**config.mk**
```make
export PLATFORM = sky130hd
export DESIGN_NAME = pme_ctl_reg
export DESIGN_NICKNAME = d
export VERILOG_FILES = /design/src/rtl/pme_pkg.sv /design/src/rtl/pme_status.sv /design/src/rtl/pme_pulse.sv /design/src/rtl/pme_rst_req.sv /design/src/rtl/pme_ctl_reg.sv
export SDC_FILE = /design/constraint.sdc
export NUM_CORES = 1
export LEC_CHECK = 0
export BUFFER_PORTS_ARGS = -buffer_cell sky130_fd_sc_hd__buf_2
export CAP_MARGIN = 5
export CORE_MARGIN = 2
export CORE_UTILIZATION = 46
export CTS_BUF_LIST = sky130_fd_sc_hd__clkbuf_8
export DETAILED_ROUTE_END_ITERATION = 8
export MAX_ROUTING_LAYER = met4
export PLACE_DENSITY = 0.85
export SKIP_CTS_REPAIR_TIMING = 1
export SLEW_MARGIN = 30
export SYNTH_ARGS = -nofsm -noshare
export SYNTH_HDL_FRONTEND = slang
export SYNTH_SLANG_ARGS = --single-unit
```
**constraint.sdc**
```tcl
create_clock -name clk -period 2.8 [get_ports clk]
set_clock_uncertainty 0.2 [all_clocks]
set_input_delay 0.56 -clock clk [delete_from_list [all_inputs] [get_ports clk]]
set_output_delay 0.56 -clock clk [all_outputs]
set_load 0.05 [all_outputs]
```
**src/rtl/pme_pkg.sv**
```systemverilog
package pme_pkg;
  localparam int PORTS     = 2;
  localparam int HALF_W    = 16;
  // field positions inside each 16-bit half
  localparam int STS_LSB   = 0;   // upper half
  localparam int EN_LSB    = 14;  // lower half
  localparam int RST_BIT   = 10;  // lower half
  typedef enum logic {
    PME_LEVEL = 1'b0,
    PME_PULSE = 1'b1
  } pme_mode_e;
endpackage

```
**src/rtl/pme_status.sv**
```systemverilog
module pme_status #(
  parameter int PORTS = 2
) (
  input  logic             clk,
  input  logic             rst_n,
  input  logic [PORTS-1:0] evt,
  input  logic [PORTS-1:0] clr,
  output logic [PORTS-1:0] sts
);
  for (genvar i = 0; i < PORTS; i++) begin : g_flag
    always_ff @(posedge clk or negedge rst_n) begin
      if (!rst_n)      sts[i] <= 1'b0;
      else if (evt[i]) sts[i] <= 1'b1;
      else if (clr[i]) sts[i] <= 1'b0;
    end


    evt_keeps_flag_chk: assert property (@(posedge clk) disable iff (!rst_n)
      evt[i] |=> sts[i]);

    flag_sticky_chk: assert property (@(posedge clk) disable iff (!rst_n)
      (sts[i] && !clr[i]) |=> sts[i]);
  end
endmodule

```
**src/rtl/pme_pulse.sv**
```systemverilog
module pme_pulse #(
  parameter int PORTS = 2,
  parameter int LEN   = 16
) (
  input  logic             clk,
  input  logic             rst_n,
  input  logic [PORTS-1:0] act,
  input  logic             arm,
  output logic             busy
);
  localparam int CW = $clog2(LEN + 1);

  logic [PORTS-1:0] act_q;
  logic [CW-1:0]    cnt;
  logic             load;

  assign load = arm && (|(act & ~act_q));

  always_ff @(posedge clk or negedge rst_n) begin
    if (!rst_n) begin
      act_q <= '0;
      cnt   <= '0;
    end else begin
      act_q <= act;
      if (load)          cnt <= CW'(LEN);
      else if (cnt != 0) cnt <= cnt - CW'(1);
    end
  end

  assign busy = (cnt != 0);


  pulse_countdown_chk: assert property (@(posedge clk) disable iff (!rst_n)
    (busy && !load) |=> (cnt == $past(cnt) - CW'(1)));

  pulse_start_chk: assert property (@(posedge clk) disable iff (!rst_n)
    load |=> busy);
endmodule

```
**src/rtl/pme_rst_req.sv**
```systemverilog
module pme_rst_req (
  input  logic clk,
  input  logic rst_n,
  input  logic set_req,
  input  logic done,
  output logic req
);
  always_ff @(posedge clk or negedge rst_n) begin
    if (!rst_n)            req <= 1'b0;
    else if (req)          req <= !done;
    else if (set_req)      req <= 1'b1;
  end


  done_clears_chk: assert property (@(posedge clk) disable iff (!rst_n)
    (req && done) |=> !req);

  write_ignored_chk: assert property (@(posedge clk) disable iff (!rst_n)
    (req && !done) |=> req);
endmodule

```
**src/rtl/pme_ctl_reg.sv**
```systemverilog
module pme_ctl_reg
  import pme_pkg::*;
#(
  parameter int PULSE_LEN = 16
) (
  input  logic        clk,
  input  logic        rst_n,
  input  logic        hw_wr,
  input  logic        hw_half,
  input  logic [15:0] hw_wdata,
  output logic [15:0] hw_rdata,
  input  logic [1:0]  ed_evt,
  input  logic        pme_en,
  input  logic        pme_mode,
  output logic        pme_pin,
  output logic        pme_irq,
  output logic        sub_rst_req,
  input  logic        sub_rst_done
);
  logic [PORTS-1:0] sts;
  logic [PORTS-1:0] en_q;
  logic [PORTS-1:0] clr;
  logic [PORTS-1:0] act;
  logic             wr_hi, wr_lo;
  logic             pulse_busy;
  logic             is_pulse;
  logic             unused_wdata;

  assign wr_hi    = hw_wr &&  hw_half;
  assign wr_lo    = hw_wr && !hw_half;
  assign clr      = wr_hi ? hw_wdata[STS_LSB +: PORTS] : '0;
  assign is_pulse = (pme_mode == PME_PULSE);
  assign unused_wdata = ^{hw_wdata[13:11], hw_wdata[9:2]};

  pme_status #(.PORTS(PORTS)) u_status (
    .clk(clk), .rst_n(rst_n), .evt(ed_evt), .clr(clr), .sts(sts)
  );

  always_ff @(posedge clk or negedge rst_n) begin
    if (!rst_n)     en_q <= '0;
    else if (wr_lo) en_q <= hw_wdata[EN_LSB +: PORTS];
  end

  assign act = sts & en_q;

  pme_pulse #(.PORTS(PORTS), .LEN(PULSE_LEN)) u_pulse (
    .clk(clk), .rst_n(rst_n), .act(act), .arm(pme_en && is_pulse),
    .busy(pulse_busy)
  );

  pme_rst_req u_rst (
    .clk(clk), .rst_n(rst_n), .set_req(wr_lo && hw_wdata[RST_BIT]),
    .done(sub_rst_done), .req(sub_rst_req)
  );

  assign pme_irq = |act;
  assign pme_pin = is_pulse ? pulse_busy : (pme_en && pme_irq);

  always_comb begin
    hw_rdata = '0;
    if (hw_half) begin
      hw_rdata[STS_LSB +: PORTS] = sts;
    end else begin
      hw_rdata[EN_LSB +: PORTS] = en_q;
      hw_rdata[RST_BIT]         = sub_rst_req;
    end
  end


  irq_needs_flag_chk: assert property (@(posedge clk) disable iff (!rst_n)
    pme_irq |-> (|sts));

  level_gated_chk: assert property (@(posedge clk) disable iff (!rst_n)
    (!is_pulse && !pme_en) |-> !pme_pin);

  reserved_zero_chk: assert property (@(posedge clk) disable iff (!rst_n)
    hw_half ? (hw_rdata[15:2] == '0) : (hw_rdata[13:11] == '0 && hw_rdata[9:0] == '0));
endmodule

```
# --- After elaboration in Yosys (flattened, before gate mapping) ---
# Cells that the tools add are included.
# Widths: inputs -> output; s select.
totals:
  elab_cells: 37
  out_inout_bits: 19
  register_bits: 12
  in_bits: 25
classes:
  muxes: 13
  addsub: 1
  bitwise: 3
  n_reduce_logical: 14
ops:
  columns: ["op", "count"]
  rows:
  - ["$mux 5", 2]
  - ["$mux 1", 8]
  - ["$logic_and 1x1->1", 6]
  - ["$mux 2", 3]
  - ["$reduce_bool 2->1", 3]
  - ["$reduce_bool 5->1", 1]
  - ["$sub 5x1->5 const B", 1]
  - ["$and 2x2->2", 2]
  - ["$reduce_or 2->1", 2]
  - ["$logic_not 1->1", 2]
  - ["$not 2->2", 1]

# --- Longest topological paths before layout ---
logic_depth:
  depth_word: 5
  mapped_depth: 6
  mapped_depth_nobuf: 5

# --- Cells and area by module ---
# A second synthesis with hierarchy kept.
unflattened:
  hier_cells: 70
  hier_area_um2: 719.4
by_module_without_submodules:
  columns: ["mod", "instances", "area_each_um2", "cells_each", "seq_area_each_um2"]
  rows:
  - ["pme_pulse", 1, 334.1, 30, 175.2]
  - ["pme_ctl_reg", 1, 274.0, 31, 50.0]
  - ["pme_status", 1, 72.6, 6, 50.0]
  - ["pme_rst_req", 1, 38.8, 3, 25.0]

# --- Least setup slack after synthesis ---
# Ideal clock, no wire load.
synth_timing:
  path_type: "reg-to-output"
  startpoint: "reg u_status.sts[1]"
  endpoint: "out pme_pin"
  n_path_buf: 0
  slack_ps: 17
  required_ps: 2040
  stages_incl_launch_ff: 4
  arrival_time_ps: 2023
  cell_sequence: "dfrtp_1 > a22o_1 > nand2_1 > o21ai_0"
synth_via:
  elab_chain_len: 4
synth_lines:
  columns: ["element", "line_no", "source"]
  rows:
  - ["start: declaration", "pme_status.sv:8", "output logic [PORTS-1:0] sts"]
  - ["start signal: indexed assignment", "pme_status.sv:12", "if (!rst_n) sts[i] <= 1'b0;"]
  - ["start signal: indexed assignment", "pme_status.sv:13", "else if (evt[i]) sts[i] <= 1'b1;"]
  - ["start signal: indexed assignment", "pme_status.sv:14", "else if (clr[i]) sts[i] <= 1'b0;"]
  - ["$and 2x2->2", "pme_ctl_reg.sv:44", "assign act = sts & en_q;"]
  - ["$reduce_or 2->1", "pme_ctl_reg.sv:56", "assign pme_irq = |act;"]
  - ["via pme_irq", "pme_ctl_reg.sv:16", "output logic pme_irq,"]
  - ["$logic_and 1x1->1", "pme_ctl_reg.sv:57", "assign pme_pin = is_pulse ? pulse_busy : (pme_en && pme_irq);"]
  - ["$mux 1", "pme_ctl_reg.sv:57", null]
  - ["end: declaration", "pme_ctl_reg.sv:15", "output logic pme_pin,"]
# The timed path passes the listed nets, and every way through them passes these cells.

# --- Worst setup path after layout ---
layout_timing:
  startpoint: "reg u_pulse.cnt[0]"
  endpoint: "out pme_pin"
layout_via:
  elab_chain_len: 2
layout_lines:
  columns: ["element", "line_no", "source"]
  rows:
  - ["start: declaration", "pme_pulse.sv:14", "logic [CW-1:0] cnt;"]
  - ["start signal: assignment", "pme_pulse.sv:25", "if (load) cnt <= CW'(LEN);"]
  - ["start signal: assignment", "pme_pulse.sv:26", "else if (cnt != 0) cnt <= cnt - CW'(1);"]
  - ["$reduce_bool 5->1", "pme_pulse.sv:30", "assign busy = (cnt != 0);"]
  - ["$mux 1", "pme_ctl_reg.sv:57", null]
# Every way passes these cells.

==> flow_metrics.tcl <==
set metrics [dict create \
    outcome "finished with violations" \
    violations "hold timing" \
    crit_slowest_cell "or4b_1" \
    leakage_nw 0.405 \
    ys_warn_count 0 \
    required_ps 2040 \
    place_ws_ps 363 \
    grt_pass1_wl_um 1970 \
    ys_top_cells_by_area "dfrtp_1, buf_4, nand3b_1, and2_1, nor2b_1" \
    die_area_um2 1790 \
    avgViaCountPerCell 4.70 \
    post_drt_wl_per_cell_um 10.7 \
    ir_worst_vdd_uv 535 \
    synth_area_leader_cell "dfrtp_1" \
    power.density_nw_per_um2 884 \
    slowest_delay_ps 580 \
    placed_cells 101 \
    drive_gt1_share_pct 32.2 \
    cap_violations 0 \
    diodes 0 \
    fp.dieW_um 42.3 \
    syn_area_per_cell_um2 10.1 \
    crit_path_max_fanout 5 \
    post-route-period-util_pct 95.6 \
    timing.final.ws_setup_ps 123 \
    p_switching_uw 254 \
    power_frac_comb_pct 37.6 \
    dp_hpwl_um 929 \
    fin_hold_ws_ps -10.7 \
    gp_congestion 0.652 \
    r2r_slack_ps 950 \
    row_count 13 \
    fin_nets 117 \
    cts.sinks 12 \
    reg2reg_depth 5 \
    clk_pin_slew_ps 50 \
    path_cells "inv_1 > ha_1 > or4b_1 > nand2_1 > o21ai_0 > buf_2" \
    clkLatencyLatePin_ps 230 \
    ios 44 \
    synth_seq_area_share_pct 44.5 \
    h-tree-depth 1 \
    fp.dieH_um 42.3 \
    cts-root-buf "clkbuf_8" \
    grt-ovfl-total 0 \
    numCtsBuffers 3 \
    grt_usage_pct 14.8 \
    fin_util_pct 60.2 \
    synth_seq_cells 12 \
    coreArea_um2 1330 \
    p_int_uw 456 \
    netlist-cell-type-count 25 \
    finalSetupTns_ps 0 \
    max_clock_freq_ghz 0.374 \
    routed_wirelength_um 1120 \
    antenna_found_initial 0 \
    fin_cells 105 \
    cts.path.max_buffers 2 \
    synth.most_common_cell "dfrtp_1" \
    syn_area_um2 674 \
    slew_violations 0 \
    p_seq_share_pct 36.5 \
    area_growth_pct 19.1 \
    synthTopCellsByCount "dfrtp_1, buf_4" \
    critPathKind "reg -> out" \
    fin_crit_ps 2680 \
    timing.rr.start "u_pulse.cnt[0]" \
    synth_flop_cell "dfrtp_1" \
    synth_top_area_share_pct 44.5 \
    synthArstFlopShare_pct 100 \
    worstPathArrival_ps 1920 \
    clockPowerShare_pct 25.9 \
    min_path_type "in -> async" \
    setup-violations-final 0 \
    grt_pass1_vias 492 \
    rsz0062_at_grt "no" \
    synth_edf_count 0 \
    finalHoldViolCount 12 \
    num_vias 494 \
    swShare_pct 35.8 \
    r2r-end "u_pulse.cnt[0]" \
    drt-initial-drc-count 4 \
    fillers 117 \
    grt_max_degree 13 \
    drc 0 \
    initial_core_util_pct 50.6 \
    firstDrtPassIters 2 \
    cts_tree "built" \
    port_buffers 21 \
    startpoint_type "register" \
    crit_path_end_kind "output port" \
    synthCells 67 \
    ant_nets 0 \
]
[power groups by stage]
stage	clock network (mW)	registers (mW)	logic, mW
floorplan	0	0.256	0.234
global placement	0	0.258	0.262
detailed placement	0	0.263	0.270
CTS	0.189	0.260	0.272
global route	0.195	0.270	0.298
finish	0.184	0.259	0.267
[worst max-delay path by stage]
stage	startpoint	end	slack (ps)	cells past startpoint
after floorplan	u_status.sts[1]	pme_pin	20	3
after global placement	u_pulse.cnt[0]	pme_pin	440	6
after detailed placement	u_pulse.cnt[0]	pme_pin	360	6
after CTS	u_pulse.cnt[0]	pme_pin	100	6
after global routing	u_pulse.cnt[0]	pme_pin	8	6
final	u_pulse.cnt[0]	pme_pin	120	6
[area by class of cell]
class                   count  area [um^2]  area share, %
inverters                   2         7.51          0.935
flip-flops and latches     12          300           37.4
repair buffers             21          105           13.1
clock buffers               4         55.1           6.85
multi-input cells          51          317           39.4
well taps                  15         18.8           2.34
[cell usage in the layout, fill, tap and decap left out, drive strengths merged]
cell	instances
o21ai	1
nand3	2
nand2b	1
a211oi	1
a21o	3
a21oi	3
nor2b	4
and2	4
nand2	4
clkbuf	4
dfrtp	12
a22o	1
nor3	1
xnor2	1
conb	11
or4b	1
inv	2
mux2	2
nand3b	4
or2b	2
nor2	2
buf	21
ha	1
mux2i	1
or3b	1
[kinds of logic after synthesis]
logic type                 share of synthesized area (%)
AOI/OAI and AO/OA                                   9.46
xor gates and xnor gates                            1.30
adders and majority gates                           1.85
buffers and inverters                               14.1
DFF                                                 44.5
muxes                                               4.82
other                                              0.556
and+or+nand+nor                                     23.4
[layer usage]
metal | GRT usage (%) | routed length (um) | vias to the layer above
li1 | - | - | 247
met1 | 17.9 | 480 | 226
met2 | 23.4 | 566 | 21
met3 | 3.02 | 76 | 0
met4 | 7.50 | 0 | 0
met5 | - | 0 | -
[flip-flops by register name, summed over array words and instances, names as in the netlist]
| register | count |
|---|---|
| u_status.sts | 2 |
| u_pulse.cnt | 5 |
| u_pulse.act_q | 2 |
| en_q | 2 |
| u_rst.req | 1 |
[critical path: cells and delay by family, from the launching register on]
kind	cells	cell delay (ps)
AOI/OAI and AO/OA	1	90
and+or+nand+nor	2	690
adders and majority gates	1	220
DFF	1	400
buffers and inverters	2	290
[metrics by stage]
stage	total power, mW	instance area [um^2]
after floorplan	0.490	712
after global placement	0.519	748
after detailed placement	0.533	748
after CTS	0.720	803
after global routing	0.763	803
final	0.710	803
Note: power is estimated with default switching activity, not from simulation.
